==> src/rtl/lock_arb_pkg.sv <==
package lock_arb_pkg;
  typedef enum logic {
    ARB_IDLE  = 1'b0,
    ARB_OWNED = 1'b1
  } arb_state_e;
endpackage

==> src/rtl/lock_arb_pick.sv <==
// Rotating-priority search: first requester at or above ptr_i, wrapping.
module lock_arb_pick #(
  parameter int unsigned N_AGENTS = 4,
  parameter int unsigned IDXW     = 2
) (
  input  logic [N_AGENTS-1:0] req_i,
  input  logic [IDXW-1:0]     ptr_i,
  output logic                found_o,
  output logic [IDXW-1:0]     idx_o
);
  always_comb begin
    found_o = 1'b0;
    idx_o   = '0;
    // descending scan: the smallest offset is written last and wins
    for (int k = N_AGENTS - 1; k >= 0; k--) begin
      if (req_i[(int'(ptr_i) + k) % N_AGENTS]) begin
        found_o = 1'b1;
        idx_o   = IDXW'((int'(ptr_i) + k) % N_AGENTS);
      end
    end
  end
endmodule

==> src/rtl/lock_arb_ctrl.sv <==
module lock_arb_ctrl
  import lock_arb_pkg::*;
#(
  parameter int unsigned N_AGENTS = 4,
  parameter int unsigned IDXW     = 2
) (
  input  logic                clk_i,
  input  logic                rst_ni,
  input  logic [N_AGENTS-1:0] lock_i,
  input  logic [N_AGENTS-1:0] done_i,
  input  logic                pick_found_i,
  input  logic [IDXW-1:0]     pick_idx_i,
  output logic [IDXW-1:0]     ptr_o,
  output logic                owned_o,
  output logic [IDXW-1:0]     owner_o
);
  localparam logic [IDXW-1:0] LAST_IDX = IDXW'(N_AGENTS - 1);

  arb_state_e      state_q;
  logic [IDXW-1:0] owner_q, ptr_q;
  logic            release_w;

  // only the owner's done counts, and only with its lock dropped
  assign release_w = done_i[owner_q] && !lock_i[owner_q];

  always_ff @(posedge clk_i or negedge rst_ni) begin
    if (!rst_ni) begin
      state_q <= ARB_IDLE;
      owner_q <= '0;
      ptr_q   <= '0;
    end else begin
      case (state_q)
        ARB_IDLE: begin
          if (pick_found_i) begin
            state_q <= ARB_OWNED;
            owner_q <= pick_idx_i;
          end
        end
        ARB_OWNED: begin
          if (release_w) begin
            state_q <= ARB_IDLE;
            ptr_q   <= (owner_q == LAST_IDX) ? '0 : owner_q + 1'b1;
          end
        end
        default: state_q <= ARB_IDLE;
      endcase
    end
  end

  assign ptr_o   = ptr_q;
  assign owned_o = (state_q == ARB_OWNED);
  assign owner_o = owned_o ? owner_q : '0;
endmodule

==> src/rtl/lock_arb_decode.sv <==
module lock_arb_decode #(
  parameter int unsigned N_AGENTS = 4,
  parameter int unsigned IDXW     = 2
) (
  input  logic                valid_i,
  input  logic [IDXW-1:0]     idx_i,
  output logic [N_AGENTS-1:0] onehot_o
);
  for (genvar g = 0; g < N_AGENTS; g++) begin : g_dec
    assign onehot_o[g] = valid_i && (idx_i == IDXW'(g));
  end
endmodule

==> src/rtl/lock_rr_arbiter.sv <==
module lock_rr_arbiter #(
  parameter int unsigned N_AGENTS = 4,
  localparam int unsigned IDXW    = (N_AGENTS > 1) ? $clog2(N_AGENTS) : 1
) (
  input  logic                clk_i,
  input  logic                rst_ni,
  input  logic [N_AGENTS-1:0] req_i,
  input  logic [N_AGENTS-1:0] lock_i,
  input  logic [N_AGENTS-1:0] done_i,
  output logic [N_AGENTS-1:0] gnt_o,
  output logic [IDXW-1:0]     owner_o
);
  logic [IDXW-1:0] ptr_w, pick_idx_w, owner_w;
  logic            pick_found_w, owned_w;

  lock_arb_pick #(.N_AGENTS(N_AGENTS), .IDXW(IDXW)) i_pick (
    .req_i   (req_i),
    .ptr_i   (ptr_w),
    .found_o (pick_found_w),
    .idx_o   (pick_idx_w)
  );

  lock_arb_ctrl #(.N_AGENTS(N_AGENTS), .IDXW(IDXW)) i_ctrl (
    .clk_i        (clk_i),
    .rst_ni       (rst_ni),
    .lock_i       (lock_i),
    .done_i       (done_i),
    .pick_found_i (pick_found_w),
    .pick_idx_i   (pick_idx_w),
    .ptr_o        (ptr_w),
    .owned_o      (owned_w),
    .owner_o      (owner_w)
  );

  lock_arb_decode #(.N_AGENTS(N_AGENTS), .IDXW(IDXW)) i_dec (
    .valid_i  (owned_w),
    .idx_i    (owner_w),
    .onehot_o (gnt_o)
  );

  assign owner_o = owner_w;
endmodule

==> config.mk <==
export PLATFORM = sky130hd
export DESIGN_NAME = lock_rr_arbiter
export DESIGN_NICKNAME = d
export VERILOG_FILES = /design/src/rtl/lock_arb_pkg.sv /design/src/rtl/lock_arb_pick.sv /design/src/rtl/lock_arb_ctrl.sv /design/src/rtl/lock_arb_decode.sv /design/src/rtl/lock_rr_arbiter.sv
export SDC_FILE = /design/constraint.sdc
export NUM_CORES = 1
export LEC_CHECK = 0
export ABC_CLOCK_PERIOD_IN_PS = 1200
export BUFFER_PORTS_ARGS = -buffer_cell sky130_fd_sc_hd__buf_2
export CELL_PAD_IN_SITES_DETAIL_PLACEMENT = 0
export CELL_PAD_IN_SITES_GLOBAL_PLACEMENT = 2
export CORE_MARGIN = 2
export CORE_UTILIZATION = 21
export CTS_CLUSTER_SIZE = 8
export DETAILED_ROUTE_END_ITERATION = 8
export PLACE_DENSITY = 0.79
export SLEW_MARGIN = 15
export SYNTH_ARGS = -nofsm -noshare
export SYNTH_HDL_FRONTEND = slang
export SYNTH_HIERARCHICAL = 1
export SYNTH_SLANG_ARGS = --single-unit
==> constraint.sdc <==
create_clock -name clk_i -period 1.2 [get_ports clk_i]
set_input_delay 0.18 -clock clk_i [delete_from_list [all_inputs] [get_ports clk_i]]
set_output_delay 0.18 -clock clk_i [all_outputs]
set_load 0.1 [all_outputs]
==> flow_metrics.py <==
metrics = {
    "floorplanning": {
        "pin_count": 20,
        "core-area_sq_um": 1730,
        "design.die.area_sq_um": 2200,
        "number_of_cell_rows": 15,
        "die_w_um": 46.9,
        "fp.dieH_um": 46.9,
        "initial_utilization_pct": 22.4,
    },
    "synth": {
        "synthDistinctLibCells": 24,
        "synth.net_count": 55,
        "syn_area_per_cell_sq_um": 9.67,
        "synth.yosys.warnings": 6,
        "yosys.area.top_type_share_pct": 32.4,
        "top_post_synthesis_cells_by_area": "sky130_fd_sc_hd__dfrtp_1 32%, sky130_fd_sc_hd__mux2_1 5.8%, sky130_fd_sc_hd__mux2_2 5.8%",
        "synth.largest_area_cell": "sky130_fd_sc_hd__dfrtp_1",
        "synthCells": 40,
        "syn_area_sq_um": 387,
        "synth_seq_cells": 5,
        "yosysSeqAreaShare_pct": 32.4,
    },
    "critical_path": {
        "cp_cell_sequence": "and2_4 -> nor3b_4 -> buf_12",
        "cpLargestDelayFamily": "simple AND/OR/NAND/NOR gates",
        "cp.required_ns": 1.02,
        "critical_path.slowest_cell": "sky130_fd_sc_hd__dfrtp_2",
        "crit_path_start_kind": "flip-flop",
        "timing.critical_path.slowest_cell_delay_ns": 0.42,
        "critPathBufInv": 1,
        "criticalPathCategory": "reg2out",
        "crit_arrival_ns": 1.28,
        "critPathCaptureType": "output pin",
        "critical_path.max_fanout": 5,
    },
    "drt": {
        "drt_iter0_drc": 1,
        "total_wire_length_after_detailed_routing_um": 898,
        "route.detailed.wl_per_inst_um": 9.16,
        "vias_per_cell": 4.18,
        "route.detailed.drc": 0,
        "detailroute.via_count": 410,
        "count_of_tritonroute_iterations_in_the_first_routing_pass": 2,
        "drt.antenna.violating_nets": 0,
    },
    "grt": {
        "global_route_wire_length_before_repair_mm": 1.57,
        "vias_in_the_first_global_route": 406,
        "grt_antenna_before_repair": 0,
        "grt_max_degree": 7,
        "grt.total_usage_pct": 10.1,
        "overflow": 0,
    },
    "timing": {
        "finalHoldViolCount": 0,
        "setup_viol_count_final": 9,
        "worst_slew_margin_rel_pct": 81.7,
        "timing.final.crit_share_pct": 121,
        "grt_setup_unrepaired": "yes",
        "max_slew.worst_pin.slew_ns": 0.273,
        "worst_hold_slack_ns": 0.284,
        "report.final.slew_viol_count": 0,
        "fmaxAchievable_mhz": 687,
        "tmin_final_ns": 1.46,
        "clock_skew_ns": 0.00611,
        "postLayoutSetupSlackWorst_ns": -0.256,
    },
    "placed_design": {
        "place_congestion": 0.734,
        "port-buffer-count": 19,
        "detailedPlacementHpwl_um": 686,
        "postPlaceCellArea_sq_um": 656,
    },
    "worst_hold_path": {
        "hp-class": "in2async",
    },
    "clocking": {
        "cts_tree": "done",
        "cts_num_sinks": 5,
        "clock-root-buffer": "sky130_fd_sc_hd__clkbuf_4",
        "worst_skew_pair.late_latency_ns": 0.24,
        "path_clk_slew_ns": 0.05,
        "cts.path.max_buffers": 2,
        "cts.htree.levels": 1,
        "cts_buffers": 3,
    },
    "finish": {
        "antenna_cells": 0,
        "final.fill_count": 188,
        "postLayoutCoreUtil_pct": 43.8,
        "finalInstanceArea_sq_um": 756,
        "area_delta_synth_final_pct": 95.5,
        "post_route_cells_drive_above_1_share_pct": 61.6,
        "finish.net_count": 89,
    },
    "run": {
        "drv.max_cap_violation_count": 0,
    },
    "outcome": {
        "violations": "setup timing",
        "run_status": "finished, violations left",
    },
}
[Yosys cell counts (all sizes together)]
master and count:
a211oi 2, a21o 1, a21oi 1, and2 2, and3 1, and3b 2, dfrtp 5, ha 1
inv 1, mux2 4, mux2i 1, nand2 2, nand2b 3, nand3b 2, nor2 5, nor2b 1
nor3b 2, o211ai 1, o21ai 2, o311ai 1
[repair_timing]
| action | 4_1_cts | 5_1_grt |
|---|---|---|
| endpoints found under the hold margin | 5 | 0 |
| hold buffers | 1 | 0 |
| gates resized for setup | 5 | 5 |
| pin swaps | 6 | 4 |
| endpoints found under the setup margin | 10 | 11 |
| buffers inserted | 4 | 2 |
[cell usage in the layout (no fill, tap or decap), drive strengths merged]
master / Yosys / layout
inv: 1 / 1
buf: 0 / 28
a21o: 1 / 1
dfrtp: 5 / 5
o311ai: 1 / 1
nand2b: 3 / 3
a211oi: 2 / 2
nand3b: 2 / 2
nor3b: 2 / 2
dlygate4sd3: 0 / 1
nand2: 2 / 2
a21oi: 1 / 1
and3: 1 / 1
and2: 2 / 2
o211ai: 1 / 1
nor2: 5 / 5
o21ai: 2 / 2
mux2i: 1 / 1
ha: 1 / 1
nor2b: 1 / 1
mux2: 4 / 4
and3b: 2 / 2
clkbuf: 0 / 4
[per-layer routing]
| layer | share of wire [%] | wire length (um) | global-route usage [%] |
|---|---|---|---|
| met1 | 41 | 364 | 11.2 |
| met2 | 52 | 466 | 18.1 |
| met3 | 7.5 | 67 | 4.62 |
| met4 | 0 | 0 | 1.67 |
| met5 | 0 | 0 | 0 |
[sequential cells by signal (all words and copies together) (netlist names)]
name,cells
i_ctrl/owned_o,1
i_ctrl/ptr_o,2
i_ctrl/owner_q,2
[path summary, 6_finish.rpt]
| check | from | to | slack (ns) | cells past startpoint |
|---|---|---|---|---|
| setup / recovery | i_ctrl/owner_q[0] | gnt_o[0] | -0.26 | 3 |
| hold / removal | rst_ni | i_ctrl/ptr_o[0] | 0.28 | 2 |
| setup reg to reg | i_ctrl/owner_q[0] | i_ctrl/ptr_o[1] | -0.25 | 5 |
| hold reg to reg | i_ctrl/ptr_o[1] | i_ctrl/ptr_o[1] | 0.63 | 1 |
| max in group asynchronous | rst_ni | i_ctrl/owner_q[0] | 0.76 | 2 |
| min in group clk_i | lock_i[2] | i_ctrl/owned_o | 0.36 | 4 |
[cells by family after synthesis]
family / count (synthesis) / synth area share, %
simple gates: 20 / 32.0
compound gates: 8 / 17.2
mux: 5 / 14.2
flops: 5 / 32.4
buf+inv: 1 / 0.970
fa+ha+maj: 1 / 3.24
[metrics by stage]
| stage | setup WS [ns] | instances | setup TNS [ns] |
|---|---|---|---|
| 3_5_place_dp | -0.140 | 89 | -0.359 |
| 3_3_place_gp | -0.103 | 89 | -0.282 |
| 6_report | -0.256 | 98 | -1.61 |
| 2_1_floorplan | -0.577 | 40 | -1.75 |
| 5_1_grt | -0.315 | 98 | -2.20 |
| 4_1_cts | -0.257 | 98 | -1.72 |
[final cells by class]
class	count	area, sq um	share of cell area, %
inverter	1	3.75	0.497
multi-input combinational	34	293	38.7
tap	25	31.3	4.14
sequential	5	128	16.9
timing repair buffer	29	274	36.3
clock buffer	4	26.3	3.48
Power is not shown: default switching activity piles up to over one toggle a cycle in this logic, so the estimate is an artifact.
